## config.mk

```make
export PLATFORM = sky130hd
export DESIGN_NAME = mdio_master
export DESIGN_NICKNAME = d
export VERILOG_FILES = /design/src/rtl/mdio_pkg.sv /design/src/rtl/mdio_mdc_gen.sv /design/src/rtl/mdio_frame_eng.sv /design/src/rtl/mdio_master.sv
export SDC_FILE = /design/constraint.sdc
export NUM_CORES = 1
export LEC_CHECK = 0
export BUFFER_PORTS_ARGS = -buffer_cell sky130_fd_sc_hd__buf_2
export CORE_MARGIN = 2
export CORE_UTILIZATION = 50
export CTS_CLUSTER_DIAMETER = 200
export DETAILED_ROUTE_END_ITERATION = 16
export PLACE_DENSITY = 0.73
export SYNTH_ARGS = -nofsm -noshare
export SYNTH_HDL_FRONTEND = slang
export SYNTH_HIERARCHICAL = 1
export SYNTH_SLANG_ARGS = --single-unit
export TNS_END_PERCENT = 30
```

## constraint.sdc

```tcl
create_clock -name clk -period 9.6 [get_ports clk]
set_input_delay 1.92 -clock clk [delete_from_list [all_inputs] [get_ports clk]]
set_output_delay 1.92 -clock clk [all_outputs]
set_load 0.05 [all_outputs]
```

## src/rtl/mdio_pkg.sv

```systemverilog
package mdio_pkg;
  localparam int WORD_W    = 32;
  localparam int DATA_W    = 16;
  localparam int PRE_LEN   = 32;
  localparam int FRAME_LEN = PRE_LEN + WORD_W;
  localparam int BIT_W     = $clog2(FRAME_LEN);
  localparam int SEL_W     = 3;
  localparam int DIV_W     = 8;
  localparam int HALF_W    = DIV_W - 1;
  localparam int OP_HI     = 29;
  localparam int OP_LO     = 28;
  localparam logic [1:0] OP_READ = 2'b10;

  function automatic logic [DIV_W-1:0] div_of(input logic [SEL_W-1:0] code);
    case (code)
      3'd0:    div_of = 8'd8;
      3'd1:    div_of = 8'd16;
      3'd2:    div_of = 8'd32;
      3'd3:    div_of = 8'd48;
      3'd4:    div_of = 8'd64;
      3'd5:    div_of = 8'd96;
      3'd6:    div_of = 8'd128;
      default: div_of = 8'd224;
    endcase
  endfunction
endpackage

```

## src/rtl/mdio_mdc_gen.sv

```systemverilog
module mdio_mdc_gen
  import mdio_pkg::*;
(
  input  logic             clk,
  input  logic             rst_n,
  input  logic             run,
  input  logic             start,
  input  logic [SEL_W-1:0] sel,
  output logic             mdc,
  output logic             rise,
  output logic             fall
);
  logic [SEL_W-1:0]  sel_q;
  logic [HALF_W-1:0] cnt_q, cnt_d;
  logic              mdc_q, mdc_d;
  logic [DIV_W-1:0]  half;
  logic              tick;

  assign half = div_of(sel_q) >> 1;
  assign tick = run && ({1'b0, cnt_q} == (half - 8'd1));

  always_comb begin
    cnt_d = cnt_q;
    mdc_d = mdc_q;
    if (!run) begin
      cnt_d = '0;
      mdc_d = 1'b0;
    end else if (tick) begin
      cnt_d = '0;
      mdc_d = ~mdc_q;
    end else begin
      cnt_d = cnt_q + 1'b1;
    end
  end

  always_ff @(posedge clk or negedge rst_n) begin
    if (!rst_n) begin
      sel_q <= '0;
      cnt_q <= '0;
      mdc_q <= 1'b0;
    end else begin
      if (start) sel_q <= sel;
      cnt_q <= cnt_d;
      mdc_q <= mdc_d;
    end
  end

  assign mdc  = mdc_q;
  assign rise = tick && !mdc_q;
  assign fall = tick && mdc_q;

  a_r3_half_bound: assert property (@(posedge clk) disable iff (!rst_n)
    run |-> ({1'b0, cnt_q} < half));
endmodule

```

## src/rtl/mdio_frame_eng.sv

```systemverilog
module mdio_frame_eng
  import mdio_pkg::*;
(
  input  logic              clk,
  input  logic              rst_n,
  input  logic              en,
  input  logic              wr_en,
  input  logic [WORD_W-1:0] wr_data,
  input  logic              rise,
  input  logic              fall,
  input  logic              mdio_i,
  output logic [WORD_W-1:0] word,
  output logic              busy,
  output logic              start,
  output logic              mdio_o,
  output logic              mdio_oe
);
  localparam int TA2_IDX    = PRE_LEN + WORD_W - 1 - DATA_W;
  localparam int DATA_START = TA2_IDX + 1;

  logic [WORD_W-1:0] word_q, word_d;
  logic [DATA_W-1:0] cap_q, cap_d;
  logic [BIT_W-1:0]  bit_q, bit_d;
  logic              busy_q, busy_d;
  logic              is_rd;
  logic [4:0]        wsel;

  assign is_rd = (word_q[OP_HI:OP_LO] == OP_READ);
  assign start = wr_en && en && !busy_q;

  always_comb begin
    word_d = word_q;
    cap_d  = cap_q;
    bit_d  = bit_q;
    busy_d = busy_q;
    if (!en) begin
      busy_d = 1'b0;
    end else if (start) begin
      busy_d = 1'b1;
      word_d = wr_data;
      bit_d  = '0;
    end else if (busy_q) begin
      if (rise && (bit_q >= BIT_W'(DATA_START)))
        cap_d = {cap_q[DATA_W-2:0], mdio_i};
      if (fall) begin
        if (bit_q == BIT_W'(FRAME_LEN - 1)) begin
          busy_d = 1'b0;
          if (is_rd) word_d[DATA_W-1:0] = cap_q;
        end else begin
          bit_d = bit_q + 1'b1;
        end
      end
    end
  end

  always_ff @(posedge clk or negedge rst_n) begin
    if (!rst_n) begin
      word_q <= '0;
      cap_q  <= '0;
      bit_q  <= '0;
      busy_q <= 1'b0;
    end else begin
      word_q <= word_d;
      cap_q  <= cap_d;
      bit_q  <= bit_d;
      busy_q <= busy_d;
    end
  end

  assign wsel    = 5'(WORD_W - 1) - 5'(bit_q - BIT_W'(PRE_LEN));
  assign mdio_o  = (bit_q < BIT_W'(PRE_LEN)) ? 1'b1 : word_q[wsel];
  assign mdio_oe = busy_q && !(is_rd && (bit_q >= BIT_W'(TA2_IDX)));
  assign word    = word_q;
  assign busy    = busy_q;

  a_r7_upper_hold: assert property (@(posedge clk) disable iff (!rst_n)
    busy_q |=> $stable(word_q[WORD_W-1:DATA_W]));
  a_r4_out_on_fall: assert property (@(posedge clk) disable iff (!rst_n)
    (busy_q && !fall) |=> $stable(mdio_o));
  a_r5_oe_on_fall: assert property (@(posedge clk) disable iff (!rst_n)
    (busy_q && en && !fall) |=> $stable(mdio_oe));
  a_r6_word_at_end: assert property (@(posedge clk) disable iff (!rst_n)
    (busy_q && !fall) |=> $stable(word_q));
endmodule

```

## src/rtl/mdio_master.sv

```systemverilog
module mdio_master
  import mdio_pkg::*;
(
  input  logic              clk,
  input  logic              rst_n,
  input  logic              mdio_en,
  input  logic [SEL_W-1:0]  div_sel,
  input  logic              wr_en,
  input  logic [WORD_W-1:0] wr_data,
  output logic [WORD_W-1:0] maint_word,
  output logic              idle,
  output logic              mdc,
  output logic              mdio_o,
  output logic              mdio_oe,
  input  logic              mdio_i
);
  logic busy, start, rise, fall, run;

  assign run = busy && mdio_en;

  mdio_mdc_gen u_mdc (
    .clk(clk), .rst_n(rst_n), .run(run), .start(start), .sel(div_sel),
    .mdc(mdc), .rise(rise), .fall(fall)
  );

  mdio_frame_eng u_eng (
    .clk(clk), .rst_n(rst_n), .en(mdio_en), .wr_en(wr_en), .wr_data(wr_data),
    .rise(rise), .fall(fall), .mdio_i(mdio_i), .word(maint_word),
    .busy(busy), .start(start), .mdio_o(mdio_o), .mdio_oe(mdio_oe)
  );

  assign idle = !busy;

  a_r9_mdc_idle: assert property (@(posedge clk) disable iff (!rst_n)
    idle |-> !mdc);
  a_r2_start_busy: assert property (@(posedge clk) disable iff (!rst_n)
    (idle && wr_en && mdio_en) |=> !idle);
endmodule

```

==> results of run 1 <==
-- power groups by stage --
stage / combinational [µW] / sequential (µW) / clock, µW
final: 225 / 350 / 288
after global routing: 241 / 356 / 310
after CTS: 226 / 350 / 294
after detailed placement: 224 / 355 / 0
after global placement: 220 / 355 / 0
after floorplan: 106 / 412 / 0
-- state kept, by name (all words and copies together), names as in the netlist --
name	flops
u_eng/cap_q	16
u_mdc/cnt_q	7
u_mdc/mdc	1
u_eng/busy	1
u_mdc/sel_q	3
u_eng/word	32
u_eng/bit_q	6
-- cells in the mapped netlist (2+ instances only) --
cell type   n  area [µm²]
a21oi_1     3        15.0
a31oi_1     2        12.5
and2_1      2        12.5
and3_1      3        18.8
buf_2       3        15.0
buf_6       3        33.8
clkbuf_1    6        22.5
dfrtp_1    66        1650
ha_1        3        37.5
inv_1       8        30.0
mux2_2     20         225
mux2i_1     6        60.1
mux4_2      6         135
nand2_1    54         203
nand2b_1    4        25.0
nand3_1     5        25.0
nand3b_1    3        22.5
nand4_1     2        12.5
nor2_1     41         154
nor3_1      4        20.0
nor3b_1     4        30.0
nor4_2      2        25.0
o21ai_0     4        20.0
o22ai_1     7        43.8
o22ai_2    10         125
xnor2_1     7        61.3
xor2_1      3        26.3
-- routing by layer --
metal,wire length (µm),up-vias
li1,-,1221
met1,3120,1236
met2,3400,91
met3,406,14
met4,119,0
met5,0,-
-- per-stage QoR --
step                std cells  hold WS, ns
floorplan                 305        0.424
global placement          445        0.441
detailed placement        445        0.458
CTS                       461        0.466
global route              461        0.495
finish                    461        0.468
-- critical path, stage by stage, from the launching register on --
cell     delay, ns
dfrtp_1       0.78
mux4_2        0.58
nor3b_1       0.16
nor4b_1       0.34
a22oi_1       0.11
buf_2         0.24
-- path summary, 6_finish.rpt --
kind,cells past startpoint,startpoint,to
min,1,u_mdc/cnt_q[0],u_mdc/cnt_q[0]
max in group asynchronous,2,rst_n,u_eng/word[11]
max,5,u_eng/bit_q[0],mdio_o
min reg2reg,1,u_mdc/cnt_q[0],u_mdc/cnt_q[0]
min in group asynchronous,2,rst_n,u_eng/cap_q[1]
max reg2reg,11,u_mdc/sel_q[2],u_eng/word[15]
-- cells by family after synthesis --
family | Yosys count
AOI/OAI and AO/OA | 37
xor gates and xnor gates | 10
adders and majority gates | 4
buffers and inverters | 22
DFF | 66
muxes | 33
and+or+nand+nor | 133
-- final cells by class --
type,instances,area share (%)
tap,77,2.43
inverter,8,0.756
timing repair buffer,77,9.83
multi-input combinational,217,39.1
clock inverter,5,2.52
clock buffer,11,3.81
sequential,66,41.6
-- cell usage in the layout (no fill, tap or decap), drive strengths merged, types with 3 or more instances in the layout --
master,n
buf,77
mux2,21
ha,3
a21oi,4
nand2b,4
o22ai,17
mux4,6
o21ai,4
nand3,6
clkbuf,11
nand2,54
and3,3
dfrtp,66
xnor2,7
nor3,4
inv,8
nand3b,3
mux2i,6
nor3b,4
xor2,3
nor2,42
bufinv,3
==> summary.md, run 1 <==
| Metric | Value |
|---|---|
| Seq/Total Area, Yosys | 49.8% |
| Synth Area in Compound Gates | 10.6% |
| Final instance area | 3970 µm² |
| Final Power | 863 µW |
| Syn Inst Count | 305 |
| Status | completed |
| Grt met1 use | 28.2% |
| Root Buffer | clkbuf_8 |
| Simple-gate area share of the yosys netlist | 19.0% |
| Synth cell types | 51 |
| Die area | 7300 µm² |
| IO Pins | 76 |
| GRT busiest layer | met2 |
| Sw Share | 33.7% |
| CTS buffer count | 9 |
| Mux contribution to synthesized area | 13.1% |
| Netlist Area Pre-Place | 3320 µm² |
| Largest net degree at the start of global routing | 67 |
| MaxCap Viol Count | 0 |
| Multi-input gate area | 1550 µm² |
| P_int | 572 µW |
| Max-slew violations | 0 |
| Initial antenna violation count | 0 |
| # clock sinks | 66 |
| Register area | 1650 µm² |
| Synthesis-to-layout area growth | 19.8% |
| Largest buffer count on any clock path | 2 |
| Min setup slack post-route | 5.14 ns |
| Routability cong. | 0.857 |
| Placed cell area | 3720 µm² |
| Detail Route Antenna Nets | 0 |
| Routed WL per cell | 15.3 µm |
| Final setup vio count | 0 |
| Hold/Removal Path Class | reg -> reg |
| GRT met2 Usage | 32.4% |
| Part of the power in the clock network | 33.4% |
| Clock slew at reported path FFs | 0.07 ns |
| Synth Area in XOR/XNOR | 2.64% |
| # Post-CTS Setup Buffers | 0 |
| Startpoint types | register |
| Core area | 6390 µm² |
| VDD IR max | 126 µV |
| Post_cts resized | 0 |
| Detailed Place HPWL | 4870 µm |
| H-tree levels | 3 |
| Clock Latency Late Sink | 0.34 ns |
| CP Class | reg -> out |
| Vias in the first global route | 2,418 |
| Total GRT Usage | 20.6% |
| Number of warnings issued by yosys | 6 |
| 1st-iter DRT viols | 222 |
| PD cells | 217 nW/µm² |
| Drt pass-1 iters | 4 |
| Crit path time final | 4.46 ns |
| Via/cell ratio | 5.56 |
| Detailed-route DRC error count | 0 |
| Worst clock skew | 0.0102 ns |
| Sequential share of power | 40.6% |
| RSZ-0062 raised after global routing | false |
| LEAKAGE | 0.00192 µW |
| Setup slack, reg-to-reg | 6.11 ns |
| CTS tree | yes |
| Initial core utilization | 51.9% |
| Slew headroom | 44.5% |
| Die H | 85.5 µm |
| FP Rows | 29 |
| Global-route wire length before repair | 11,700 µm |
| Die W | 85.5 µm |
| Ys async rst share | 100% |
| Post-synth EDFFs | 0 |
| Main combinational cell family by area after synthesis | simple AND/OR/NAND/NOR gates |
| Hold_buf cts | 0 |
| Fmax | 0.224 GHz |
| NetSw | 291 µW |
| Maximum fanout along the worst path | 14 |
| Post-Place Worst Slack | 5.54 ns |
| Most used DFF post-synth | dfrtp_1 |
| Critical Path RT | 7.68 ns |
| Setup crit end kind | output port |
| Net Count, Synth | 348 |
| Fillcell total | 559 |
| Layout Utilization | 62.2% |
| Antenna cell count | 0 |
| Final net count | 422 |
| Fin crit share | 46.4% |
| M3 GR Usage | 3.70% |
| Worst-Margin Slew | 0.833 ns |
| Syn avg cell area | 10.9 µm² |
| Vias | 2,562 |
| FF+latch count, synth | 66 |
| Comb pwr share | 26.1% |
| GRT overflow | 0 |
| I/O Buffers | 75 |
| Share of post-route cells with drive strength above 1 | 37.2% |
| Synth Area in Adders | 1.47% |
| Final hold viol count | 0 |
| Setup TNS | 0 ns |
| Worst Path Arrival | 2.54 ns |
| Post-Route WL | 7040 µm |
Note: power is estimated with default switching activity, not from simulation.
==> inputs of run 2 (changes only) <==
clock period = 4.2 ns   (was 9.6 ns; I/O delays follow)
==> summary.md, run 2 (same netlist as run 1, synthesis figures left out) <==
| Metric | Value |
|---|---|
| Status | completed |
| CP startpoint | u_mdc/sel_q[2] |
| Via/cell ratio | 5.50 |
| CP Class | reg -> reg |
| R2R Path End | u_eng/word[15] |
| Reg2reg start | u_mdc/sel_q[2] |
| Synthesis-to-layout area growth | 18.6% |
| Clock slew at reported path FFs | 0.07 ns |
| I/O Buffers | 75 |
| Worst Hold Slack | 0.452 ns |
| Detail Route Antenna Nets | 0 |
| Wire length on met2 | 3440 µm |
| M1 WL | 3150 µm |
| Routed wl met3 | 369 µm |
| Slew headroom | 36.6% |
| R2R depth | 11 |
| Most frequent cells in the layout | buf_2 (75), dfrtp_1 (66), nand2_1 (54) |
| Startpoint types | register |
| Post_cts resized | 0 |
| Detailed-route DRC error count | 0 |
| Final Power | 1860 µW |
| Vias | 2,537 |
| Drt pass-1 iters | 7 |
| Root Buffer | clkbuf_8 |
| Antenna cell count | 0 |
| Crit path to | u_eng/word[15] |
| Initial core utilization | 51.9% |
| Global-route wire length before repair | 11,900 µm |
| Fin crit share | 83.9% |
| 1st-iter DRT viols | 139 |
| Final hold viol count | 0 |
| Final setup vio count | 0 |
| Die H | 85.5 µm |
| Total GRT Usage | 20.9% |
| Setup slack, reg-to-reg | 0.68 ns |
| Post-Route WL | 7050 µm |
| Core area | 6390 µm² |
| Hold/Removal Path Class | reg -> reg |
| Layout Utilization | 61.6% |
| Routed WL per cell | 15.3 µm |
| Crit path time final | 3.52 ns |
| Setup TNS | 0 ns |
| Max Used Layer | met4 |
| Worst-Margin Slew | 0.951 ns |
| # Post-CTS Setup Buffers | 0 |
| Fillcell total | 539 |
| RSZ-0062 raised after global routing | false |
| Setup crit end kind | register |
| LEAKAGE | 0.00190 µW |
| Post-Place Worst Slack | 0.750 ns |
| IO Pins | 76 |
| PD cells | 473 nW/µm² |
| Hold_buf cts | 0 |
| Hold depth | 1 |
| Share of post-route cells with drive strength above 1 | 37.0% |
| Maximum fanout along the worst path | 16 |
| Worst clock skew | 0.00722 ns |
| Die area | 7300 µm² |
| Initial antenna violation count | 0 |
| Fmax | 0.284 GHz |
| MaxCap Viol Count | 0 |
| CTS tree | yes |
| Final net count | 423 |
| Max-slew violations | 0 |
| Detailed Place HPWL | 4950 µm |
| Largest buffer count on any clock path | 2 |
| Max reg flops | 32 |
| Routability cong. | 0.851 |
| FP Rows | 29 |
| Critical Path RT | 4.39 ns |
| Clock Latency Late Sink | 0.33 ns |
| Worst Path Arrival | 3.72 ns |
| Die W | 85.5 µm |
| Commonest non-fill, non-tap cell in the layout | buf_2 |
| Min setup slack post-route | 0.678 ns |
| Largest net degree at the start of global routing | 45 |
| Vias in the first global route | 2,525 |
| VDD IR max | 289 µV |
| CTS buffer count | 9 |
| GRT overflow | 0 |
| # clock sinks | 66 |
| H-tree levels | 3 |
[run 2: cell count changes in the layout (fill, tap and decap cells not counted), sizes merged]
| cell | delta |
|---|---|
| buf | +1 |
| clkbuf | +2 |
| clkinv | -1 |
| bufinv | -2 |
[run 2: metrics by stage]
step                      cell area [µm²]  std cells
after floorplan                      3320        305
after global placement               3730        446
after detailed placement             3730        446
after CTS                            3930        461
after global routing                 3930        461
final                                3930        461
[run 2: worst min-delay path by stage]
stage                    from        endpoint
2_1_floorplan  u_mdc/cnt_q[0]  u_mdc/cnt_q[0]
3_3_place_gp   u_mdc/cnt_q[0]  u_mdc/cnt_q[0]
3_5_place_dp   u_mdc/cnt_q[0]  u_mdc/cnt_q[0]
4_1_cts        u_mdc/cnt_q[0]  u_mdc/cnt_q[0]
5_1_grt        u_mdc/cnt_q[0]  u_mdc/cnt_q[0]
6_report       u_mdc/cnt_q[0]  u_mdc/cnt_q[0]
[run 2: final cells by class]
cell class | count | area (µm²) | area share [%]
Tap cell | 77 | 96.3 | 2.45
Multi-Input combinational cell | 217 | 1550 | 39.5
Clock buffer | 13 | 169 | 4.30
Clock inverter | 2 | 35.0 | 0.891
Inverter | 8 | 30.0 | 0.764
Timing Repair Buffer | 78 | 398 | 10.1
Sequential cell | 66 | 1650 | 42.0
[run 2: routing by layer]
layer / GRT usage [%] / vias to the layer above
li1: - / 1212
met1: 28.5 / 1242
met2: 32.0 / 75
met3: 4.86 / 8
met4: 9.09 / 0
met5: 0 / -
[run 2: worst max-delay path: stages, from the launching register on]
cell and delay [ns]:
dfrtp_1 0.48, or3_2 0.52, ha_1 0.25, xnor2_1 0.20, xnor2_1 0.15, nand4_1 0.23
nor3_1 0.26, and3_1 0.22, inv_1 0.09, or4_4 0.70, mux2i_1 0.20, a21oi_1 0.08
[run 2: power by group]
group	switching, µW	total [µW]	internal (µW)
registers	97.4	799	702
clock network	230	550	319
logic	332	513	180
